$ cat config.mk
export PLATFORM = sky130hd
export DESIGN_NAME = dma_wcomb
export DESIGN_NICKNAME = d
export VERILOG_FILES = /design/src/rtl/dma_wcomb.sv
export SDC_FILE = /design/constraint.sdc
export NUM_CORES = 2
export LEC_CHECK = 0
export BUFFER_PORTS_ARGS = -buffer_cell sky130_fd_sc_hd__buf_2
export CAP_MARGIN = 20
export CORE_AREA = 2 2 300 332
export CTS_CLUSTER_DIAMETER = 120
export DETAILED_ROUTE_END_ITERATION = 16
export DIE_AREA = 0 0 302 334
export GPL_TIMING_DRIVEN = 0
export PLACE_DENSITY = 0.57
export SLEW_MARGIN = 20
export SYNTH_ARGS = -nofsm -noshare
export SYNTH_HDL_FRONTEND = slang
export SYNTH_SLANG_ARGS = --single-unit
$ cat constraint.sdc
create_clock -name clk -period 17.75 [get_ports clk]
set_input_delay 5.325 -clock clk [delete_from_list [all_inputs] [get_ports clk]]
set_output_delay 5.325 -clock clk [all_outputs]
set_load 0.02 [all_outputs]
$ cat src/rtl/dma_wcomb.sv
module dma_wcomb #(
  parameter int ADDR_W     = 32,
  parameter int LINE_BYTES = 32
) (
  input  logic                      clk,
  input  logic                      rst_n,
  input  logic                      wr_req,
  input  logic [ADDR_W-1:0]         wr_addr,
  input  logic [31:0]               wr_data,
  input  logic [3:0]                wr_be,
  output logic                      wr_ack,
  input  logic                      combine_en,
  input  logic                      flush_req,
  input  logic                      rd_pending,
  output logic                      bus_req,
  input  logic                      bus_ack,
  output logic [ADDR_W-1:0]         bus_addr,
  output logic [$clog2($clog2(LINE_BYTES)+1)-1:0] bus_size,
  output logic [LINE_BYTES*8-1:0]   bus_data
);
  localparam int LG     = $clog2(LINE_BYTES);
  localparam int LINE_W = LINE_BYTES * 8;
  localparam int WL     = LG - 2;
  localparam int SZ_W   = $clog2(LG + 1);
  localparam int TAG_W  = ADDR_W - LG;

  typedef enum logic [1:0] {B_FREE, B_OPEN, B_DRAIN} bst_t;

  bst_t                  st  [2];
  logic [LINE_BYTES-1:0] vld [2];
  logic [TAG_W-1:0]      tag [2];
  logic [LINE_W-1:0]     dat [2];
  logic                  dq, inflight;

  logic [TAG_W-1:0]      wline;
  logic [WL-1:0]         wword;
  logic [LINE_BYTES-1:0] wmask;
  logic [LINE_W-1:0]     wdline, wbits;
  logic has_open, o, wr_live, hit, closing, merge, any_free, f, alloc;
  logic any_drain, sv, done, last;
  logic [LINE_BYTES-1:0] vs, xmask;
  logic [LG-1:0]         first;
  logic [SZ_W-1:0]       szc;

  assign wline    = wr_addr[ADDR_W-1:LG];
  assign wword    = wr_addr[LG-1:2];
  assign wmask    = LINE_BYTES'(wr_be) << {wword, 2'b00};
  assign wdline   = LINE_W'(wr_data) << {wword, 5'b00000};
  assign has_open = (st[0] == B_OPEN) || (st[1] == B_OPEN);
  assign o        = (st[1] == B_OPEN);
  assign wr_live  = wr_req && (wr_be != 4'b0);
  assign hit      = (wline == tag[o]) && ((vld[o] & wmask) == '0);
  assign closing  = has_open && (flush_req || !combine_en || (wr_live && !hit));
  assign merge    = has_open && !closing && wr_live;
  assign any_free = (st[0] == B_FREE) || (st[1] == B_FREE);
  assign f        = (st[0] != B_FREE);
  assign alloc    = wr_live && !merge && any_free;
  assign wr_ack   = wr_req && ((wr_be == 4'b0) || merge || any_free);

  always_comb
    for (int j = 0; j < LINE_BYTES; j++) wbits[j*8 +: 8] = {8{wmask[j]}};

  assign any_drain = (st[0] == B_DRAIN) || (st[1] == B_DRAIN);
  assign sv        = (st[dq] == B_DRAIN) ? dq : ~dq;
  assign vs        = vld[sv];

  always_comb begin
    int fi, sz;
    logic found, ok;
    fi = 0; found = 1'b0;
    for (int i = 0; i < LINE_BYTES; i++)
      if (!found && vs[i]) begin fi = i; found = 1'b1; end
    sz = 0;
    for (int k = 0; k <= LG; k++) begin
      ok = ((fi % (1 << k)) == 0);
      for (int j = 0; j < LINE_BYTES; j++)
        if (j >= fi && j < fi + (1 << k) && !vs[j]) ok = 1'b0;
      if (fi + (1 << k) > LINE_BYTES) ok = 1'b0;
      if (ok) sz = k;
    end
    for (int j = 0; j < LINE_BYTES; j++)
      xmask[j] = (j >= fi) && (j < fi + (1 << sz));
    first = LG'(fi);
    szc   = SZ_W'(sz);
  end

  assign bus_req  = any_drain && (inflight || !rd_pending);
  assign bus_addr = {tag[sv], first};
  assign bus_size = szc;
  assign bus_data = dat[sv];
  assign done     = bus_req && bus_ack;
  assign last     = done && ((vs & ~xmask) == '0);

  always_ff @(posedge clk) begin
    if (!rst_n) begin
      for (int b = 0; b < 2; b++) begin
        st[b] <= B_FREE; vld[b] <= '0; tag[b] <= '0; dat[b] <= '0;
      end
      dq <= 1'b0;
      inflight <= 1'b0;
    end else begin
      inflight <= bus_req && !bus_ack;
      if (done) begin
        vld[sv] <= vs & ~xmask;
        if (last) st[sv] <= B_FREE;
      end
      if (closing) st[o] <= B_DRAIN;
      if (merge) begin
        vld[o] <= vld[o] | wmask;
        dat[o] <= (dat[o] & ~wbits) | (wdline & wbits);
      end
      if (alloc) begin
        st[f]  <= combine_en ? B_OPEN : B_DRAIN;
        tag[f] <= wline;
        vld[f] <= wmask;
        dat[f] <= wdline & wbits;
      end
      if (last) dq <= ~sv;
      else if (!any_drain) begin
        if (closing) dq <= o;
        else if (alloc && !combine_en) dq <= f;
      end
    end
  end

  a_r10_req_hold: assert property (@(posedge clk) disable iff (!rst_n)
    bus_req && !bus_ack |=> bus_req && $stable(bus_addr) && $stable(bus_size));
  a_r10_read_gate: assert property (@(posedge clk) disable iff (!rst_n)
    $rose(bus_req) |-> !rd_pending);
  a_r7_aligned: assert property (@(posedge clk) disable iff (!rst_n)
    bus_req |-> (bus_addr[LG-1:0] & LG'((1 << bus_size) - 1)) == '0);
  a_r2_one_open: assert property (@(posedge clk) disable iff (!rst_n)
    $onehot0({st[0] == B_OPEN, st[1] == B_OPEN}));
  a_r2_word_aligned: assert property (@(posedge clk) disable iff (!rst_n)
    wr_req |-> wr_addr[1:0] == 2'b00);
  a_r4_flush_closes: assert property (@(posedge clk) disable iff (!rst_n)
    flush_req && st[0] == B_OPEN |=> st[0] == B_DRAIN);
  a_r9_stall: assert property (@(posedge clk) disable iff (!rst_n)
    !combine_en && wr_live && st[0] != B_FREE && st[1] != B_FREE |-> !wr_ack);
endmodule

==> impl_metrics.yaml <==
floorplan:
  die_w_um: 302
  dieArea_mm2: 0.101
  io_pins: 368
  start_util: 0.396
  rows: 121
  core_mm2: 0.0980
  fp.dieH_um: 334
global_route:
  grt_start_max_net_pins: 50
  grt_pass1_vias: 36900
  grt_pass1_wl_mm: 258
  track_usage: 0.353
  grt_overflow: 0
  antenna_found_initial: 10
sta:
  max-slew-margin-rel: 0.128
  layout_worst_path_cycle_share: 0.866
  skew_ps: 33.6
  maxSlewViolCount: 0
  worst_slew_pin_slew_ps: 1310
  finalHoldViolations: 0
  finalSetupTns_ps: 0
  max_freq_ghz: 0.0650
  fin_crit_ps: 15380
  rsz0062_at_grt: "no"
  setup_viol: 0
power:
  leakagePower_nw: 17.9
  power_density_mw_per_mm2: 123
  peakVddDrop_v: 0.0000744
finish:
  layout.nets: 5230
  final_common_cell: "nand2_1"
  fin_area_mm2: 0.0449
  area_delta_synth_final_pct: 15.8
  drive_gt1_frac: 0.111
  final_cell_mix: "nand2_1 (1,544), nor2_1 (647), edfxtp_1 (634)"
clock_network:
  holdBufCountCts: 0
  htreeDepth: 3
  cts_resized: 0
  path_clk_slew_ps: 70
  cts_tree: "yes"
  numCtsBuffers: 75
  cts_buffer_depth: 3
  cts_root_buffer: "clkbuf_16"
  clock_latency_ps: 650
  cts_setup_buffers: 0
  clock-sinks: 637
detailed_routing:
  first_pass_iters: 6
  via_per_inst: 6.11
  drc: 0
  drt_iter0_drc: 5286
  wl_per_cell_um: 28.4
  ant_nets: 0
  wirelength_mm: 184
  via_count: 39600
synth:
  syn_area_per_cell_um2: 8.31
  yosysSeqAreaShare: 0.492
  synth-edff-count: 634
  synth_nets: 4766
  async_flop_share: 0
  synth_cells: 4669
  synth.distinct_cells: 107
  synth_flop_cell: "edfxtp_1"
  synth_area_mm2: 0.0388
  synth_warnings: 0
  ys_ff_latch: 637
critical_path:
  path_class: "in2out"
  cp_max_fo: 10
  critPathCaptureType: "output port"
  arrival_ps: 10050
  crit_path_start_kind: "input pin"
  critPathRequiredTime_ps: 12420
placement:
  hpwl_mm: 135
  gp_congestion: 1.02
  io_buffers: 364
  placed_cell_area_mm2: 0.0427
run_status:
  status: "finished clean"
run:
  cap_violations: 0
worst_hold_path:
  hold_class: "reg2reg"
## cells in the mapped netlist (13+ instances only)
cell / number / area share
nand2b_1: 18 / 0.0029
nand4_1: 21 / 0.0034
nor2_1: 652 / 0.063
a22oi_1: 132 / 0.026
a21oi_1: 374 / 0.048
a31oi_1: 20 / 0.0032
o22ai_1: 61 / 0.0098
ha_1: 21 / 0.0068
o31ai_1: 13 / 0.0025
inv_1: 41 / 0.0040
xnor2_1: 21 / 0.0047
edfxtp_1: 634 / 0.49
nor4_1: 25 / 0.0040
a21o_1: 13 / 0.0025
nand2_1: 1547 / 0.15
nor2b_1: 45 / 0.0073
and3_1: 32 / 0.0052
o21ai_0: 101 / 0.013
xor2_1: 16 / 0.0036
and2_1: 41 / 0.0066
a32oi_1: 132 / 0.030
mux2i_1: 57 / 0.015
nor3_1: 43 / 0.0055
nand3_1: 35 / 0.0045
a22o_1: 20 / 0.0045
clkbuf_1: 311 / 0.030
## path summary, 6_finish.rpt
kind,from,endpoint,slack (ps),cells past startpoint
setup / recovery,wr_addr[2],wr_ack,2370,14
hold / removal,inflight,inflight,630,3
setup reg to reg,st[1][0],st[0][1],5400,41
hold reg to reg,inflight,inflight,630,3
## flip-flops by register name (all words and copies together) (netlist names), named ones only
signal	cells
tag	54
dq	1
dat	512
vld	64
inflight	1
st	4
## area by class of cell
type                    instances  area (um2)
flip-flops and latches        637       19100
well taps                    1291        1620
diodes                          5        12.5
plain buffers                 342        1370
inverters                      44         165
repair buffers                387        2200
clock inverters                32         216
fillers                      9789       53000
multi-input cells            3646       18200
clock buffers                  97        2020
## cells by family after synthesis
| logic type | share of synthesized area |
|---|---|
| simple gates | 0.268 |
| fa+ha+maj | 0.00754 |
| buf+inv | 0.0395 |
| compound gates | 0.168 |
| flops | 0.492 |
| xor+xnor | 0.00835 |
| mux | 0.0159 |
## through the flow
step / std cells / utilization / worst slack [ps] / hold WS (ps) / total power [mW]
floorplan: 4669 / - / 2470 / 702 / 3.16
global placement: 6324 / 0.431 / -4420 / 614 / 4.07
detailed placement: 6346 / 0.436 / 2620 / 621 / 4.03
CTS: 6475 / 0.459 / 2610 / 637 / 5.48
global route: 6478 / 0.459 / 2380 / 688 / 5.71
finish: 6481 / 0.459 / 2370 / 633 / 5.55
## power by group
part | switching (mW) | internal [mW]
Clock | 0.657 | 0.818
Sequential | 0.0948 | 1.81
Combinational | 1.62 | 0.549
Total | 2.37 | 3.17
## worst max-delay path: stages
cell,delay (ps)
buf_2,190
clkbuf_1,490
nand2b_1,180
clkbuf_1,450
nor2_1,400
a22o_1,300
a221oi_1,310
o2111ai_1,170
nor4_1,670
a41oi_1,200
or3_1,430
nand2b_1,230
a31oi_1,430
buf_2,260
## routing by layer
layer	global-route usage	routed length [um]
met2	0.556	84200
met5	0	27
met4	0.219	13100
met1	0.445	67100
met3	0.0728	19700
No activity file was read; power rests on OpenSTA's default activity.
